$ cat src/rtl/scan_pipe_pkg.sv
package scan_pipe_pkg;

    // Selection made by every mux-D cell.
    typedef enum logic {
        MODE_FUNC  = 1'b0,
        MODE_SHIFT = 1'b1
    } cell_mode_e;

    // Default operand width used by the top module.
    localparam int DEFAULT_WIDTH = 8;

    // Operand stage A, operand stage B and the carry-extended sum stage.
    function automatic int chain_len(input int width);
        return 3 * width + 1;
    endfunction

    // Active-high enable maps directly to the cell mode with no inversion.
    function automatic cell_mode_e mode_from_enable(input logic enable);
        return enable ? MODE_SHIFT : MODE_FUNC;
    endfunction

endpackage

$ cat src/rtl/scan_cell_bank.sv
module scan_cell_bank
    import scan_pipe_pkg::*;
#(
    parameter int NBITS = 8
) (
    input  logic             clk,
    input  logic             rst,
    input  cell_mode_e       mode,
    input  logic             chain_in,
    input  logic [NBITS-1:0] d_func,
    output logic [NBITS-1:0] q,
    output logic             chain_out
);

    logic [NBITS-1:0] shift_src;

    // Bit 0 takes the bank's serial input, bit i takes bit i-1.
    generate
        if (NBITS == 1) begin : g_single
            assign shift_src = chain_in;
        end else begin : g_multi
            assign shift_src = {q[NBITS-2:0], chain_in};
        end
    endgenerate

    generate
        for (genvar i = 0; i < NBITS; i++) begin : g_cell
            always_ff @(posedge clk) begin
                if (rst) begin
                    q[i] <= 1'b0;
                end else if (mode == MODE_SHIFT) begin
                    q[i] <= shift_src[i];
                end else begin
                    q[i] <= d_func[i];
                end
            end
        end
    endgenerate

    assign chain_out = q[NBITS-1];

endmodule

$ cat src/rtl/pipe_adder.sv
module pipe_adder #(
    parameter int WIDTH = 8
) (
    input  logic [WIDTH-1:0] lhs,
    input  logic [WIDTH-1:0] rhs,
    output logic [WIDTH:0]   total
);

    logic [WIDTH:0] carry;

    // Ripple structure written out per bit.
    assign carry[0] = 1'b0;

    generate
        for (genvar i = 0; i < WIDTH; i++) begin : g_bit
            assign total[i]   = lhs[i] ^ rhs[i] ^ carry[i];
            assign carry[i+1] = (lhs[i] & rhs[i]) | (carry[i] & (lhs[i] ^ rhs[i]));
        end
    endgenerate

    assign total[WIDTH] = carry[WIDTH];

endmodule

$ cat src/rtl/scan_add_pipe.sv
module scan_add_pipe
    import scan_pipe_pkg::*;
#(
    parameter int WIDTH = DEFAULT_WIDTH
) (
    input  logic             clk,
    input  logic             rst,
    input  logic [WIDTH-1:0] op_a,
    input  logic [WIDTH-1:0] op_b,
    input  logic             scan_en,
    input  logic             scan_in,
    output logic [WIDTH:0]   sum_o,
    output logic             scan_out
);

    cell_mode_e       mode;
    logic [WIDTH-1:0] a_q;
    logic [WIDTH-1:0] b_q;
    logic [WIDTH:0]   sum_d;
    logic [WIDTH:0]   sum_q;
    logic             a_tail;
    logic             b_tail;

    assign mode = mode_from_enable(scan_en);

    // Chain order: scan_in -> A bank -> B bank -> sum bank -> scan_out.
    scan_cell_bank #(.NBITS(WIDTH)) u_bank_a (
        .clk       (clk),
        .rst       (rst),
        .mode      (mode),
        .chain_in  (scan_in),
        .d_func    (op_a),
        .q         (a_q),
        .chain_out (a_tail)
    );

    scan_cell_bank #(.NBITS(WIDTH)) u_bank_b (
        .clk       (clk),
        .rst       (rst),
        .mode      (mode),
        .chain_in  (a_tail),
        .d_func    (op_b),
        .q         (b_q),
        .chain_out (b_tail)
    );

    pipe_adder #(.WIDTH(WIDTH)) u_add (
        .lhs   (a_q),
        .rhs   (b_q),
        .total (sum_d)
    );

    scan_cell_bank #(.NBITS(WIDTH + 1)) u_bank_sum (
        .clk       (clk),
        .rst       (rst),
        .mode      (mode),
        .chain_in  (b_tail),
        .d_func    (sum_d),
        .q         (sum_q),
        .chain_out (scan_out)
    );

    assign sum_o = sum_q;

endmodule

$ cat config.mk
export PLATFORM = sky130hd
export DESIGN_NAME = scan_add_pipe
export DESIGN_NICKNAME = d
export VERILOG_FILES = /design/src/rtl/scan_pipe_pkg.sv /design/src/rtl/scan_cell_bank.sv /design/src/rtl/pipe_adder.sv /design/src/rtl/scan_add_pipe.sv
export SDC_FILE = /design/constraint.sdc
export NUM_CORES = 1
export LEC_CHECK = 0
export ABC_AREA = 1
export BUFFER_PORTS_ARGS = -buffer_cell sky130_fd_sc_hd__buf_2
export CAP_MARGIN = 20
export CORE_UTILIZATION = 47
export CTS_CLUSTER_DIAMETER = 40
export DETAILED_ROUTE_END_ITERATION = 8
export GPL_TIMING_DRIVEN = 0
export PLACE_DENSITY_LB_ADDON = 0.08
export SYNTH_ARGS = -nofsm -noshare
export SYNTH_HDL_FRONTEND = slang
export SYNTH_SLANG_ARGS = --single-unit
$ cat constraint.sdc
create_clock -name clk -period 3.31 [get_ports clk]
set_input_delay 0.4965 -clock clk [delete_from_list [all_inputs] [get_ports clk]]
set_output_delay 0.4965 -clock clk [all_outputs]
set_load 0.02 [all_outputs]
Word level (Yosys, flattened, before mapping). Cells that the tools add are included.

Add/sub/neg operators: 0. Multipliers: 0. Div/mod/pow operators: 0. $lt $le $gt $ge: 0. Equality and inequality tests: 0. Shift operators: 0. Mux-type cells: 26. Bitwise operators: 37. Reductions and logical operators: 0.

Operator list (number): 1-bit two-way mux (26); 1-bit AND (15); 1-bit XOR (15); 1-bit bitwise OR (7).

Register bits after elaboration: 25. Latch bits: 0. RAM bits: 0. ROM bits: 0. Memories kept: 0.

Logic depth before layout (Yosys ltp).
Word-level depth: 16. Mapped depth: 14. Depth with buffers taken out: 14.

Hierarchy. Synthesis repeated with hierarchy kept, for this count alone.

Cells, all modules: 180. Area total of the unflattened synthesis: 1277.5 um2.

By module, submodules not included: scan_cell_bank at u_bank_a ... (times used 2, cells an instance 52, area an instance 349.1 um2); scan_cell_bank at u_bank_sum (times used 1, cells an instance 58, area an instance 389.1 um2); pipe_adder (times used 1, cells an instance 18, area an instance 190.2 um2).

Worst setup path before layout. Ideal clock, no wire load.

Path kind: register -> register. From: register u_bank_a.q[0]. To: register u_bank_sum.q[7]. Library setup time: 0.064 ns. Arrival time: 3.202 ns. Required time: 3.246 ns. Path slack: 0.044 ns. Stages on the path, launching flop included: 15. Cell sequence: dfxtp_1 -> ha_1 -> fa_1 -> fa_1 -> fa_1 -> fa_1 -> inv_1 -> fa_1 -> inv_1 -> fa_1 -> inv_1 -> fa_1 -> nand2_1 -> nand2_1 -> nor2_1.

Cells in the longest elaborated chain, start to end: 15.

RTL lines: start, declared (RTL line scan_cell_bank.sv:11) `output logic [NBITS-1:0] q,`; start signal, assigned by index (RTL line scan_cell_bank.sv:32) `q[i] <= shift_src[i];`; start signal, assigned by index (RTL line scan_cell_bank.sv:34) `q[i] <= d_func[i];`; 1-bit AND (2 in a row) (RTL line pipe_adder.sv:17) `assign carry[i+1] = (lhs[i] & rhs[i]) | (carry[i] & (lhs[i] ^ rhs[i]));`; 1-bit bitwise OR (RTL line pipe_adder.sv:17); 1-bit AND (RTL line pipe_adder.sv:17); 1-bit bitwise OR (RTL line pipe_adder.sv:17); 1-bit AND (RTL line pipe_adder.sv:17); 1-bit bitwise OR (RTL line pipe_adder.sv:17); 1-bit AND (RTL line pipe_adder.sv:17); 1-bit bitwise OR (RTL line pipe_adder.sv:17); 1-bit AND (RTL line pipe_adder.sv:17); 1-bit bitwise OR (RTL line pipe_adder.sv:17); 1-bit AND (RTL line pipe_adder.sv:17); 1-bit bitwise OR (RTL line pipe_adder.sv:17); 1-bit XOR (RTL line pipe_adder.sv:16) `assign total[i] = lhs[i] ^ rhs[i] ^ carry[i];`; 1-bit two-way mux (RTL line scan_cell_bank.sv:31) `end else if (mode == MODE_SHIFT) begin`; end signal, assigned by index (RTL line scan_cell_bank.sv:32); end signal, assigned by index (RTL line scan_cell_bank.sv:34); end, declared (RTL line scan_cell_bank.sv:11).

No other way between the ends. A chain may end at the register's enable or synchronous reset.

Worst setup path in the final report. Ends and elaborated chain as after synthesis.

==> flow_summary.yaml <==
setup_path:
  arrival_ns: 3.49
  worstPathRequired_ns: 3.57
  path_cells: "ha_4, fa_2, fa_2, fa_2, fa_2, inv_2, fa_1, inv_1, fa_2, inv_2, fa_1, nand2_1, nand2_1, nor2_1"
  cp_slowest_cell: "fa_1"
  criticalPathCategory: "reg -> reg"
  cp_max_fo: 2
  worstSetupStartpointType: "register"
  r2r-start: "u_bank_a.q[0]"
  endpoint_kind: "register"
  cpMostUsedCell: "fa_2"
  critical_path.max_stage_delay_ns: 0.39
  cp-startpoint: "u_bank_a.q[0]"
final_layout:
  register_area_um2: 503
  area_delta_synth_final_pct: 17.6
  fin_cells: 230
  fill_cells: 254
  final_area_um2: 1550
  drive_above_1_share_pct: 45.5
  num_antenna_cells: 0
  fin_nets: 229
  multi_input_area_um2: 653
  post-route-util_pct: 60.2
power_and_ir_drop:
  combPwrFrac_pct: 23.1
  clkPwrFrac_pct: 22.1
  ir_drop_mv: 0.288
  finalPower_mw: 0.619
  power_switching_mw: 0.186
  swShare_pct: 30.1
  p_leak_nw: 0.783
  powerDensity_nw_per_um2: 400
  intPower_mw: 0.433
  seq_power_share_pct: 54.8
floorplan:
  start_util_pct: 51.2
  dieArea_um2: 3010
  die_h_um: 54.9
  die_w_um: 54.9
  coreArea_um2: 2570
  rows: 18
  ios: 30
placement:
  dpl-instance-area_um2: 1490
  post-dp-hpwl_um: 1760
  gp_congestion: 0.741
  place_inst: 226
  port_buffers: 28
clock_network:
  cts_sinks: 25
  cts_tree: "built"
  ctsHtreeMaxLevel: 1
  hold_buffers: 0
  cts_buffer_depth: 2
  insertion_delay_ns: 0.31
  path_clk_slew_ns: 0.14
  tritoncts.num_buffers: 3
  cts_root_buffer: "clkbuf_4"
global_routing:
  grt.total_usage_pct: 18.2
  grt_use_met1_pct: 24.9
  grt_util_met2_pct: 28.9
  grt_antenna_before_repair: 0
  grt_busiest_layer: "met2"
  grt_use_met3_pct: 2.50
  grt_start_max_net_pins: 14
  overflow: 0
  grt_pass1_vias: 912
  grt_pass1_wl_um: 3820
sta:
  worstMarginPinSlew_ns: 0.206
  min_period_over_period_pct: 97.7
  finClkSkew_ns: 0.00668
  period_needed_ns: 3.23
  drv_slew: 0
  setup_viol: 0
  fmax_mhz: 309
  rsz0062_at_grt: "true"
  maxSlewHeadroom_pct: 86.3
  hold_viol: 0
yosys:
  ys_warn_count: 0
  synth_fp_nets: 196
  yosysSeqAreaShare_pct: 38.1
  synth_area_per_cell_um2: 7.82
  synth_seq_cells: 25
  syn_inst: 168
  yosys.cell_types.count: 13
  mappedNetlistArea_um2: 1310
route:
  wl_per_cell_um: 9.96
  routed_wl_um: 2290
  ant_nets: 0
  dr_total_vias: 985
  drtPass1Iterations: 3
  drc: 0
  drt_iter0_drc: 8
  avgViaCountPerCell: 4.28
hold_path:
  hp-class: "in -> reg"
  min_from: "op_a[2]"
flow_run:
  maxCapViolations: 0
status:
  status: "completed"
==> Yosys cell counts (all sizes together) <==
cell type | count | area [um^2]
nor2 | 50 | 243
nand2 | 50 | 233
inv | 27 | 101
dfxtp | 25 | 500
fa | 7 | 140
buf | 8 | 83.8
ha | 1 | 12.5
==> flip-flops by register name (all words and copies together) (netlist names) <==
| register | count |
|---|---|
| u_bank_sum.q | 8 |
| u_bank_a.q | 7 |
| u_bank_b.q | 7 |
| u_bank_a.chain_out | 1 |
| u_bank_b.chain_out | 1 |
| u_bank_sum.chain_out | 1 |
==> logic make-up after synthesis <==
kind of cell,share of synthesized area (%)
fa+ha+maj,11.6
flops,38.1
buf+inv,14.1
simple gates,36.2
==> cells in the final DEF, fill, tap and decap left out, drive strengths merged <==
cell type  Yosys  routed
nand2         50      50
nor2          50      50
buf            8      36
inv           27      27
dfxtp         25      25
fa             7       7
clkbuf         0       4
ha             1       1
==> metal layers <==
metal | vias up | routed length [um]
met3 | 2 | 105
li1 | 537 | -
met4 | 0 | 15
met1 | 422 | 1150
met5 | - | 0
met2 | 24 | 1020
==> path summary, 6_finish.rpt <==
check                                        to  slack, ns  cells after the start
worst max-delay path            u_bank_sum.q[7]       0.08                     14
worst min-delay path              u_bank_a.q[2]       0.39                      3
worst max register to register  u_bank_sum.q[7]       0.08                     14
worst min register to register  u_bank_sum.q[7]       0.49                      2
==> worst max-delay path, delay by kind of cell (launching register included) <==
kind / cells / cell delay, ns
adders and majority gates: 8 / 2.45
DFF: 1 / 0.37
and+or+nand+nor: 3 / 0.19
buffers and inverters: 3 / 0.17
==> cell type report <==
type | instances | share of cell area (%)
Tap cell | 30 | 2.43
Buffer | 8 | 5.43
Sequential cell | 25 | 32.6
Timing Repair Buffer | 28 | 9.07
Multi-Input combinational cell | 108 | 42.3
Clock buffer | 4 | 1.70
Inverter | 27 | 6.56
==> stage by stage <==
step	setup TNS [ns]	hold WS, ns	setup slack, ns
after floorplan	0	0.489	0.0439
after global placement	-0.123	0.461	-0.123
after detailed placement	-0.148	0.474	-0.148
after CTS	0	0.386	0.00344
after global routing	-0.0369	0.386	-0.0369
final	0	0.391	0.0756
==> power groups by stage <==
stage | Sequential, mW | Clock [mW] | Combinational [mW]
after floorplan | 0.355 | 0 | 0.0927
after global placement | 0.344 | 0 | 0.139
after detailed placement | 0.345 | 0 | 0.142
after CTS | 0.339 | 0.141 | 0.144
after global routing | 0.343 | 0.155 | 0.166
final | 0.339 | 0.137 | 0.143
==> what timing repair did <==
action | CTS | global route
pin swaps | 3 | 2
endpoints found under the setup margin | 1 | 1
setup buffers | 0 | 0
gates resized for setup | 9 | 2
Note: power is estimated with default switching activity, not from simulation.
